[src/rtl/llsc_pkg.sv]
package llsc_pkg;
  typedef enum logic [1:0] {
    OP_NONE = 2'd0,
    OP_LL   = 2'd1,
    OP_SC   = 2'd2,
    OP_ST   = 2'd3
  } llsc_op_e;

  typedef enum logic [1:0] {
    S_IDLE = 2'd0,
    S_LOAD = 2'd1,
    S_ARB  = 2'd2
  } llsc_state_e;
endpackage

[src/rtl/llsc_resv.sv]
module llsc_resv #(
  parameter int BLK_W = 12
) (
  input  logic             clk,
  input  logic             rst_n,
  input  logic             set_i,
  input  logic [BLK_W-1:0] set_blk_i,
  input  logic             clr_i,
  input  logic             snp_valid_i,
  input  logic [BLK_W-1:0] snp_blk_i,
  input  logic [BLK_W-1:0] probe_blk_i,
  output logic             probe_hit_o,
  output logic             snp_kill_o
);
  logic             valid_q;
  logic [BLK_W-1:0] blk_q;
  logic             snp_on_set;

  function automatic logic blk_eq(input logic [BLK_W-1:0] a, input logic [BLK_W-1:0] b);
    return a == b;
  endfunction

  assign snp_kill_o  = valid_q && snp_valid_i && blk_eq(snp_blk_i, blk_q);
  assign probe_hit_o = valid_q && blk_eq(probe_blk_i, blk_q);
  assign snp_on_set  = snp_valid_i && blk_eq(snp_blk_i, set_blk_i);

  always_ff @(posedge clk) begin
    if (!rst_n) begin
      valid_q <= 1'b0;
      blk_q   <= '0;
    end else if (set_i) begin
      valid_q <= !snp_on_set;
      blk_q   <= set_blk_i;
    end else if (clr_i || snp_kill_o) begin
      valid_q <= 1'b0;
    end
  end

  assert_snoop_disarms_R3: assert property (@(posedge clk) disable iff (!rst_n)
    snp_kill_o && !set_i |=> !probe_hit_o);
  assert_load_arms_R2: assert property (@(posedge clk) disable iff (!rst_n)
    set_i && !snp_on_set |=> valid_q && blk_q == $past(set_blk_i));
  assert_load_snoop_same_R12: assert property (@(posedge clk) disable iff (!rst_n)
    set_i && snp_on_set |=> !valid_q);
  assert_clear_disarms_R7: assert property (@(posedge clk) disable iff (!rst_n)
    clr_i && !set_i |=> !valid_q);
  assert_other_snoop_keeps_R4: assert property (@(posedge clk) disable iff (!rst_n)
    valid_q && !set_i && !clr_i && !snp_kill_o |=> valid_q && $stable(blk_q));
endmodule

[src/rtl/llsc_ctrl.sv]
module llsc_ctrl
  import llsc_pkg::*;
#(
  parameter int ADDR_W = 16,
  parameter int DATA_W = 32
) (
  input  logic              clk,
  input  logic              rst_n,
  input  logic              req_valid,
  input  logic [1:0]        req_op,
  input  logic [ADDR_W-1:0] req_addr,
  input  logic [DATA_W-1:0] req_wdata,
  input  logic              probe_hit,
  input  logic              snp_kill,
  input  logic              bus_gnt,
  input  logic [DATA_W-1:0] mem_rdata,
  output logic              req_ready,
  output logic              ll_set,
  output logic              resv_clr,
  output logic              bus_req,
  output logic              mem_re,
  output logic              mem_we,
  output logic [ADDR_W-1:0] mem_addr,
  output logic [DATA_W-1:0] mem_wdata,
  output logic              rsp_done,
  output logic              rsp_ok,
  output logic [DATA_W-1:0] rsp_rdata
);
  llsc_state_e       state_q, state_d;
  llsc_op_e          op;
  logic [ADDR_W-1:0] sc_addr_q;
  logic [DATA_W-1:0] sc_data_q;
  logic              done_q, ok_q;
  logic [DATA_W-1:0] rdata_q;

  // named internal events
  logic accept, ll_acc, st_acc, sc_acc;
  logic in_arb, in_load;
  logic sc_issue, sc_rej_issue, sc_commit, sc_kill_arb, sc_reject;

  assign op        = llsc_op_e'(req_op);
  assign req_ready = (state_q == S_IDLE);
  assign accept    = req_valid && req_ready;
  assign ll_acc    = accept && (op == OP_LL);
  assign st_acc    = accept && (op == OP_ST);
  assign sc_acc    = accept && (op == OP_SC);
  assign in_arb    = (state_q == S_ARB);
  assign in_load   = (state_q == S_LOAD);

  assign sc_issue     = sc_acc && probe_hit && !snp_kill;
  assign sc_rej_issue = sc_acc && !sc_issue;
  assign sc_commit    = in_arb && bus_gnt && !snp_kill;
  assign sc_kill_arb  = in_arb && snp_kill;
  assign sc_reject    = sc_rej_issue || sc_kill_arb;

  assign ll_set    = ll_acc;
  assign resv_clr  = sc_reject || sc_commit || (st_acc && probe_hit);
  assign bus_req   = in_arb;
  assign mem_re    = ll_acc;
  assign mem_we    = st_acc || sc_commit;
  assign mem_addr  = in_arb ? sc_addr_q : req_addr;
  assign mem_wdata = in_arb ? sc_data_q : req_wdata;

  always_comb begin
    state_d = state_q;
    unique case (state_q)
      S_IDLE: begin
        if (ll_acc)        state_d = S_LOAD;
        else if (sc_issue) state_d = S_ARB;
      end
      S_LOAD: state_d = S_IDLE;
      S_ARB:  if (sc_commit || sc_kill_arb) state_d = S_IDLE;
      default: state_d = S_IDLE;
    endcase
  end

  always_ff @(posedge clk) begin
    if (!rst_n) begin
      state_q   <= S_IDLE;
      sc_addr_q <= '0;
      sc_data_q <= '0;
      done_q    <= 1'b0;
      ok_q      <= 1'b0;
      rdata_q   <= '0;
    end else begin
      state_q <= state_d;
      if (sc_acc) begin
        sc_addr_q <= req_addr;
        sc_data_q <= req_wdata;
      end
      done_q <= st_acc || sc_reject || sc_commit || in_load;
      ok_q   <= st_acc || sc_commit || in_load;
      if (in_load) rdata_q <= mem_rdata;
    end
  end

  assign rsp_done  = done_q;
  assign rsp_ok    = ok_q;
  assign rsp_rdata = rdata_q;

  assert_load_resp_R1: assert property (@(posedge clk) disable iff (!rst_n)
    ll_acc |=> ##1 (rsp_done && rsp_ok));
  assert_commit_resp_R10: assert property (@(posedge clk) disable iff (!rst_n)
    sc_commit |=> rsp_done && rsp_ok);
  assert_reject_resp_R10: assert property (@(posedge clk) disable iff (!rst_n)
    sc_reject |=> rsp_done && !rsp_ok);
  assert_fast_reject_no_bus_R3: assert property (@(posedge clk) disable iff (!rst_n)
    sc_rej_issue |=> !bus_req);
  assert_kill_no_write_R5: assert property (@(posedge clk) disable iff (!rst_n)
    sc_kill_arb |-> !mem_we);
  assert_req_held_R5: assert property (@(posedge clk) disable iff (!rst_n)
    bus_req && !bus_gnt && !snp_kill |=> bus_req && $stable(mem_addr));
  assert_store_resp_R9: assert property (@(posedge clk) disable iff (!rst_n)
    st_acc |-> mem_we ##1 (rsp_done && rsp_ok));
endmodule

[src/rtl/llsc_monitor.sv]
module llsc_monitor
  import llsc_pkg::*;
#(
  parameter int ADDR_W = 16,
  parameter int DATA_W = 32,
  parameter int OFF_W  = 4,
  localparam int BLK_W = ADDR_W - OFF_W
) (
  input  logic              clk,
  input  logic              rst_n,
  input  logic              req_valid,
  input  logic [1:0]        req_op,
  input  logic [ADDR_W-1:0] req_addr,
  input  logic [DATA_W-1:0] req_wdata,
  output logic              req_ready,
  output logic              rsp_done,
  output logic              rsp_ok,
  output logic [DATA_W-1:0] rsp_rdata,
  input  logic              snp_valid,
  input  logic [BLK_W-1:0]  snp_blk,
  output logic              bus_req,
  input  logic              bus_gnt,
  output logic              mem_re,
  output logic              mem_we,
  output logic [ADDR_W-1:0] mem_addr,
  output logic [DATA_W-1:0] mem_wdata,
  input  logic [DATA_W-1:0] mem_rdata
);
  function automatic logic [BLK_W-1:0] blk_of(input logic [ADDR_W-1:0] a);
    return a[ADDR_W-1:OFF_W];
  endfunction

  logic [BLK_W-1:0] req_blk;
  logic             ll_set, resv_clr, probe_hit, snp_kill;

  assign req_blk = blk_of(req_addr);

  llsc_resv #(.BLK_W(BLK_W)) u_resv (
    .clk         (clk),
    .rst_n       (rst_n),
    .set_i       (ll_set),
    .set_blk_i   (req_blk),
    .clr_i       (resv_clr),
    .snp_valid_i (snp_valid),
    .snp_blk_i   (snp_blk),
    .probe_blk_i (req_blk),
    .probe_hit_o (probe_hit),
    .snp_kill_o  (snp_kill)
  );

  llsc_ctrl #(.ADDR_W(ADDR_W), .DATA_W(DATA_W)) u_ctrl (
    .clk       (clk),
    .rst_n     (rst_n),
    .req_valid (req_valid),
    .req_op    (req_op),
    .req_addr  (req_addr),
    .req_wdata (req_wdata),
    .probe_hit (probe_hit),
    .snp_kill  (snp_kill),
    .bus_gnt   (bus_gnt),
    .mem_rdata (mem_rdata),
    .req_ready (req_ready),
    .ll_set    (ll_set),
    .resv_clr  (resv_clr),
    .bus_req   (bus_req),
    .mem_re    (mem_re),
    .mem_we    (mem_we),
    .mem_addr  (mem_addr),
    .mem_wdata (mem_wdata),
    .rsp_done  (rsp_done),
    .rsp_ok    (rsp_ok),
    .rsp_rdata (rsp_rdata)
  );

  assert_reset_quiet_R11: assert property (@(posedge clk)
    !rst_n |=> !rsp_done && !bus_req && req_ready);
  assert_write_needs_grant_R2: assert property (@(posedge clk) disable iff (!rst_n)
    mem_we && bus_req |-> bus_gnt);
endmodule

[config.mk]
export PLATFORM = sky130hd
export DESIGN_NAME = llsc_monitor
export DESIGN_NICKNAME = d
export VERILOG_FILES = /design/src/rtl/llsc_pkg.sv /design/src/rtl/llsc_resv.sv /design/src/rtl/llsc_ctrl.sv /design/src/rtl/llsc_monitor.sv
export SDC_FILE = /design/constraint.sdc
export NUM_CORES = 1
export LEC_CHECK = 0
export CORE_ASPECT_RATIO = 1.5
export CORE_MARGIN = 2
export CORE_UTILIZATION = 45
export DETAILED_ROUTE_END_ITERATION = 8
export PLACE_DENSITY_LB_ADDON = 0.25
export SKIP_LAST_GASP = 1
export SLEW_MARGIN = 20
export SYNTH_ARGS = -nofsm -noshare
export SYNTH_HDL_FRONTEND = slang
export SYNTH_SLANG_ARGS = --single-unit
[constraint.sdc]
create_clock -name clk -period 3.9 [get_ports clk]
set_input_delay 0.78 -clock clk [delete_from_list [all_inputs] [get_ports clk]]
set_output_delay 0.78 -clock clk [all_outputs]
set_load 0.01 [all_outputs]
==> results of run 1 <==
==> cell type report <==
class,count,share of cell area
inverter,2,0.00110
clock inverter,4,0.00753
sequential,97,0.285
timing repair buffer,192,0.279
multi-input combinational,497,0.368
clock buffer,12,0.0377
tap,117,0.0215
==> cells in the mapped netlist, types with 2 or more instances <==
| cell type | instances |
|---|---|
| a21boi_0 | 91 |
| buf_1 | 2 |
| o21a_1 | 2 |
| xnor2_1 | 28 |
| nor2_1 | 4 |
| nor2b_1 | 2 |
| nand4_1 | 5 |
| clkbuf_1 | 32 |
| nand3_1 | 5 |
| nand2_1 | 335 |
| dfxtp_1 | 97 |
| buf_2 | 5 |
| nand2b_1 | 2 |
| nor4_1 | 3 |
| xor2_1 | 8 |
==> state kept, by name, indices dropped and copies added, names as in the netlist <==
name,flops
u_resv.blk_q,12
u_resv.valid_q,1
u_ctrl.sc_addr_q,16
u_ctrl.state_q,2
u_ctrl.rsp_ok,1
u_ctrl.rsp_rdata,32
u_ctrl.rsp_done,1
u_ctrl.sc_data_q,32
==> cell families (layout without fill, tap and decap cells) <==
group                     count (synthesis)  count (layout)
xor gates and xnor gates                 36              36
AOI/OAI and AO/OA                        99              99
DFF                                      97              97
and+or+nand+nor                         362             362
buffers and inverters                    41             210
==> power by group through the flow <==
| stage | clock network (mW) | registers [mW] | logic, mW |
|---|---|---|---|
| 2_1_floorplan | 0 | 1.06 | 0.134 |
| 3_3_place_gp | 0 | 1.06 | 0.346 |
| 3_5_place_dp | 0 | 1.06 | 0.350 |
| 4_1_cts | 0.918 | 1.04 | 0.352 |
| 5_1_grt | 0.960 | 1.04 | 0.379 |
| 6_report | 0.900 | 1.04 | 0.350 |
==> per-stage QoR <==
step	utilization	instances	setup WS (ns)	power, mW	hold WS, ns
CTS	0.679	921	0.163	2.31	0.465
global route	0.679	921	0.129	2.38	0.481
finish	0.679	921	0.162	2.29	0.461
detailed placement	0.648	905	0.170	1.41	0.456
global placement	0.648	905	0.189	1.40	0.444
floorplan	-	635	1.34	1.19	0.435
==> layer usage <==
metal | wire length, um | track usage
met5 | 0 | 0
met4 | 497 | 0.127
met2 | 6640 | 0.420
met1 | 5130 | 0.268
met3 | 619 | 0.0438
==> path summary, 6_finish.rpt <==
kind              cells past startpoint                              from                               end  slack (ns)
setup / recovery                      6                        snp_blk[8]                            mem_we        0.16
hold / removal                        2  u_ctrl.sc_addr_q[4]$_SDFFE_PN0P_  u_ctrl.sc_addr_q[4]$_SDFFE_PN0P_        0.46
setup reg to reg                      5    u_ctrl.state_q[0]$_SDFFE_PN0P_          u_ctrl.rsp_ok$_SDFF_PN0_        1.89
hold reg to reg                       2  u_ctrl.sc_addr_q[4]$_SDFFE_PN0P_  u_ctrl.sc_addr_q[4]$_SDFFE_PN0P_        0.46
==> tightest hold or removal path, stage by stage, from the launching register on <==
cell and delay [ns]:
dfxtp_1 0.31, nand2_1 0.05, a21boi_0 0.06
==> reports/qor.csv, run 1 <==
stage,metric,value,unit
critical_path,critPathTopFamily,buffers and inverters,
finish,nets,898,
finish,antenna_cells,0,
drt,first_pass_iters,4,
power_and_ir_drop,clkPwrFrac,0.393,
cts,clk_pin_slew,0.06,ns
place,numPortBuffers,184,
critical_path,critPathSlowestCell,or4_4,
cts,cts_hold_buf,0,
power_and_ir_drop,p_per_area,336,mW/mm2
sta,period_needed,3.74,ns
power_and_ir_drop,leakage,2.55,nW
place,placed_cell_area,0.00650,mm2
die,core,0.0100,mm2
synth,netlist.area_leader.share,0.423,
synth,synth-seq-area-share,0.423,
finish,final_common_cell,nand2_1,
sta,finClkSkew,0.00446,ns
drt,wire_per_inst,14.0,um
synth,synthXorXnorAreaFrac,0.0687,
drt,totalWireLength,12900,um
synth,ys_warn_count,0,
sta,setup_tns,0,ns
sta,setup_violations,0,
finish,nFillCells,845,
drt,drt_iter0_drc,191,
power_and_ir_drop,ir_worst_vdd,0.000223,V
synth,synth_fa_ha_area_frac,0,
sta,drv_slew,0,
die,die_x,86.4,um
cts,clk_path_buf_depth,2,
cts,post_cts_resized,0,
finish,drive_above_1_share,0.0373,
finish,seqCellArea,0.00194,mm2
power_and_ir_drop,switching_share,0.232,
run_status,outcome,completed,
cts,clkLatencyLatePin,0.34,ns
synth,synth.area.top_cells,"dfxtp_1 (42%), nand2_1 (27%), a21boi_0 (15%)",
synth,synth_fp_nets,734,
synth,yosys_register_bits,97,
global_routing,grt_pass1_vias,4515,
global_routing,grt_max_degree,62,
hold_path,hold_path_class,flip-flop to flip-flop,
critical_path,crit_top_cell,clkdlybuf4s50_1,
sta,min_period_over_period,0.958,
synth,syn-cell-area,0.00459,mm2
finish,multi_input_area,0.00251,mm2
cts,cts_max_level,3,
cts,numCtsBuffers,9,
synth,synthArstFlopShare,0,
synth,synthFlopType,dfxtp_1,
synth,synth_top_family_by_area,simple AND/OR/NAND/NOR gates,
global_routing,grt.total_usage,0.239,
finish,design_area,0.00681,mm2
critical_path,start_kind,input port,
critical_path,cp_cell_sequence,"clkdlybuf4s50_1, xnor2_1, nand4_1, or4_4, a31o_1, clkdlybuf4s50_1",
place,routabilityCongestion,0.894,
global_routing,grt_first_pass_wirelength,21100,um
drt,via_per_inst,5.06,
die,initial_core_util,0.458,
drt,vias,4658,
sta,rsz0062_at_grt,false,
sta,worst_pin_slew,0.877,ns
critical_path,end_kind,primary output,
drt,drc_errors,0,
die,io_pins,185,
critical_path,crit_buf_inv,2,
sta,hold_violations,0,
critical_path,slowest_delay,0.57,ns
global_routing,antenna_found_initial,0,
cts,cts.sinks,97,
synth,synth.distinct_cells,29,
cts,root_buffer,clkbuf_16,
critical_path,crit_type,input port to primary output,
sta,max_freq,268,MHz
place,dp_hpwl,9340,um
finish,syn2layout_area_growth,48.4,%
critical_path,worstPathMaxFanout,3,
cts,tritoncts,built,
power_and_ir_drop,sequentialPowerShare,0.454,
finish,mostFrequentLayoutCells,"nand2_1 (334), clkdlybuf4s50_1 (183), dfxtp_1 (97)",
synth,synthCells,635,
die,fp-row-count,45,
sta,slew_headroom,0.416,
global_routing,grt_overflow,0,
synth,syn_area_per_cell,7.22,um2
flow_run,drv_cap,0,
synth,synth-edff-count,0,
synth,synth.mux.area_fraction,0,
power_and_ir_drop,combPwrFrac,0.153,
power_and_ir_drop,p_sw,0.530,mW
critical_path,cp.arrival,2.96,ns
synth,synth-compound-area-share,0.162,
critical_path,required,3.12,ns
power_and_ir_drop,p_int,1.76,mW
drt,ant_nets,0,
die,dieArea,0.0110,mm2
synth,synth-simple-area-share,0.311,
synth,synth.largest_area_cell,dfxtp_1,
cts,cts_setup_buffers,0,
die,dieHeight,128,um
Note: power is estimated with default switching activity, not from simulation.
==> inputs of run 2 (changes only) <==
--- a/config.mk
+++ b/config.mk
@@ -8,6 +8,7 @@
 export CORE_ASPECT_RATIO = 1.5
 export CORE_MARGIN = 2
 export CORE_UTILIZATION = 45
+export CTS_BUF_LIST = sky130_fd_sc_hd__clkbuf_4 sky130_fd_sc_hd__clkbuf_8
 export DETAILED_ROUTE_END_ITERATION = 8
 export PLACE_DENSITY_LB_ADDON = 0.25
 export SKIP_LAST_GASP = 1
==> constraint.sdc (replaced) <==
create_clock -name clk -period 3.6 [get_ports clk]
set_input_delay 0.72 -clock clk [delete_from_list [all_inputs] [get_ports clk]]
set_output_delay 0.72 -clock clk [all_outputs]
set_load 0.01 [all_outputs]
==> reports/qor.csv, run 2 (synthesized netlist as in run 1, its figures left out) <==
stage,metric,value,unit
run_status,outcome,completed,
sta,period_needed,3.41,ns
critical_path,end_kind,primary output,
finish,design_area,0.00674,mm2
finish,antenna_cells,0,
drt,vias,4676,
critical_path,critPathSlowestCell,or4_4,
global_routing,grt.total_usage,0.232,
finish,nets,898,
power_and_ir_drop,switching_share,0.227,
critical_path,rrSetupSlack,1.74,ns
sta,post-route-worst-setup-slack,0.187,ns
critical_path,critPathTopFamily,buffers and inverters,
drt,ant_nets,0,
critical_path,required,2.88,ns
power_and_ir_drop,clkPwrFrac,0.357,
power_and_ir_drop,leakage,2.52,nW
sta,worst_pin_slew,0.750,ns
die,initial_core_util,0.458,
global_routing,grt_max_degree,50,
sta,setup_violations,0,
power_and_ir_drop,ir_worst_vdd,0.000223,V
drt,drc_errors,0,
critical_path,worstPathMaxFanout,3,
die,dieArea,0.0110,mm2
place,dp_hpwl,9360,um
drt,via_per_inst,5.09,
hold_path,hold_path_class,flip-flop to flip-flop,
drt,drt_iter0_drc,236,
finish,syn2layout_area_growth,46.8,%
finish,drive_above_1_share,0.0362,
sta,finClkSkew,0.0107,ns
flow_run,drv_cap,0,
critical_path,cp.arrival,2.69,ns
sta,hold_violations,0,
power_and_ir_drop,p_int,1.81,mW
power_and_ir_drop,sequentialPowerShare,0.480,
cts,clk_pin_slew,0.08,ns
cts,cts.sinks,97,
die,die_x,86.4,um
sta,setup_tns,0,ns
finish,final_common_cell,nand2_1,
cts,numCtsBuffers,9,
drt,first_pass_iters,4,
power_and_ir_drop,power,2.34,mW
global_routing,grt_first_pass_wirelength,20700,um
critical_path,start_kind,input port,
cts,cts_hold_buf,0,
critical_path,worst-path-stages,6,
power_and_ir_drop,combPwrFrac,0.163,
die,io_pins,185,
finish,mostFrequentLayoutCells,"nand2_1 (334), clkdlybuf4s50_1 (182), dfxtp_1 (97)",
global_routing,grt_overflow,0,
cts,tritoncts,built,
cts,root_buffer,clkbuf_8,
power_and_ir_drop,p_sw,0.530,mW
place,routabilityCongestion,0.884,
sta,max_freq,293,MHz
global_routing,antenna_found_initial,0,
place,numPortBuffers,184,
die,fp-row-count,45,
sta,holdWs,0.464,ns
sta,slew_headroom,0.499,
critical_path,startpoint,snp_blk[7],
critical_path,crit_buf_inv,2,
drt,totalWireLength,12900,um
critical_path,crit_type,input port to primary output,
critical_path,reg2reg_from,u_resv.blk_q[5]$_SDFFE_PN0P_,
critical_path,slowest_delay,0.58,ns
sta,drv_slew,0,
die,core,0.0100,mm2
place,placed_cell_area,0.00650,mm2
global_routing,grt_pass1_vias,4443,
finish,nFillCells,863,
cts,cts_setup_buffers,0,
place,place_ws,-0.00107,ns
critical_path,r2r_cells,5,
critical_path,cp_cell_sequence,"clkdlybuf4s50_1, xnor2_1, nand4_1, or4_4, a31o_1, dlygate4sd2_1",
sta,min_period_over_period,0.948,
cts,clk_path_buf_depth,2,
power_and_ir_drop,p_per_area,347,mW/mm2
sta,rsz0062_at_grt,false,
critical_path,worstSetupEndpoint,mem_we,
critical_path,r2r-end,u_ctrl.rsp_ok$_SDFF_PN0_,
cts,clkLatencyLatePin,0.36,ns
drt,wire_per_inst,14.1,um
cts,cts_max_level,3,
die,dieHeight,128,um
run 2: worst min path at each step:
stage	from	endpoint	slack [ns]	cells past startpoint
2_1_floorplan	u_ctrl.sc_data_q[12]$_SDFFE_PN0P_	u_ctrl.sc_data_q[12]$_SDFFE_PN0P_	0.44	2
3_3_place_gp	u_ctrl.sc_data_q[12]$_SDFFE_PN0P_	u_ctrl.sc_data_q[12]$_SDFFE_PN0P_	0.44	2
5_1_grt	u_ctrl.sc_data_q[9]$_SDFFE_PN0P_	u_ctrl.sc_data_q[9]$_SDFFE_PN0P_	0.48	2
4_1_cts	u_ctrl.sc_data_q[12]$_SDFFE_PN0P_	u_ctrl.sc_data_q[12]$_SDFFE_PN0P_	0.47	2
3_5_place_dp	u_ctrl.sc_data_q[12]$_SDFFE_PN0P_	u_ctrl.sc_data_q[12]$_SDFFE_PN0P_	0.45	2
6_report	u_ctrl.sc_data_q[12]$_SDFFE_PN0P_	u_ctrl.sc_data_q[12]$_SDFFE_PN0P_	0.46	2
run 2: layout make-up:
| class | count | area (um2) | area share |
|---|---|---|---|
| inverters | 2 | 7.51 | 0.00111 |
| multi-input cells | 497 | 2510 | 0.372 |
| repair buffers | 192 | 1900 | 0.281 |
| clock buffers | 11 | 145 | 0.0215 |
| flip-flops and latches | 97 | 1940 | 0.288 |
| well taps | 117 | 146 | 0.0217 |
| clock inverters | 3 | 90.1 | 0.0134 |
run 2: power by group through the flow:
| stage | Clock [mW] | Sequential (mW) | Combinational, mW |
|---|---|---|---|
| after global placement | 0 | 1.15 | 0.374 |
| after global routing | 0.889 | 1.13 | 0.411 |
| after detailed placement | 0 | 1.15 | 0.381 |
| after CTS | 0.851 | 1.12 | 0.382 |
| final | 0.834 | 1.12 | 0.380 |
| after floorplan | 0 | 1.15 | 0.145 |
run 2: repair_timing:
action | 4_1_cts | 5_1_grt
endpoints found under the hold margin | 0 | 0
gates resized for setup | 1 | 0
setup endpoints to repair | 1 | 0
run 2: layer usage:
metal / vias to the layer above / global-route usage / routed length [um]
met5: - / 0 / 0
met4: 0 / 0.108 / 452
met3: 34 / 0.0354 / 653
met2: 154 / 0.412 / 6710
met1: 2155 / 0.268 / 5120
li1: 2333 / - / -
run 2: per-stage QoR:
stage                      util  cells
after global placement    0.648    905
after floorplan               -    635
after CTS                 0.672    919
final                     0.672    919
after detailed placement  0.649    905
after global routing      0.672    919
run 2: worst reg2reg max path, cell delays in order, from the launching register on:
cell and delay [ns]:
dfxtp_1 0.41, xnor2_1 0.15, nand4_1 0.17, or4_4 0.58, a31o_1 0.27, o21a_1 0.18
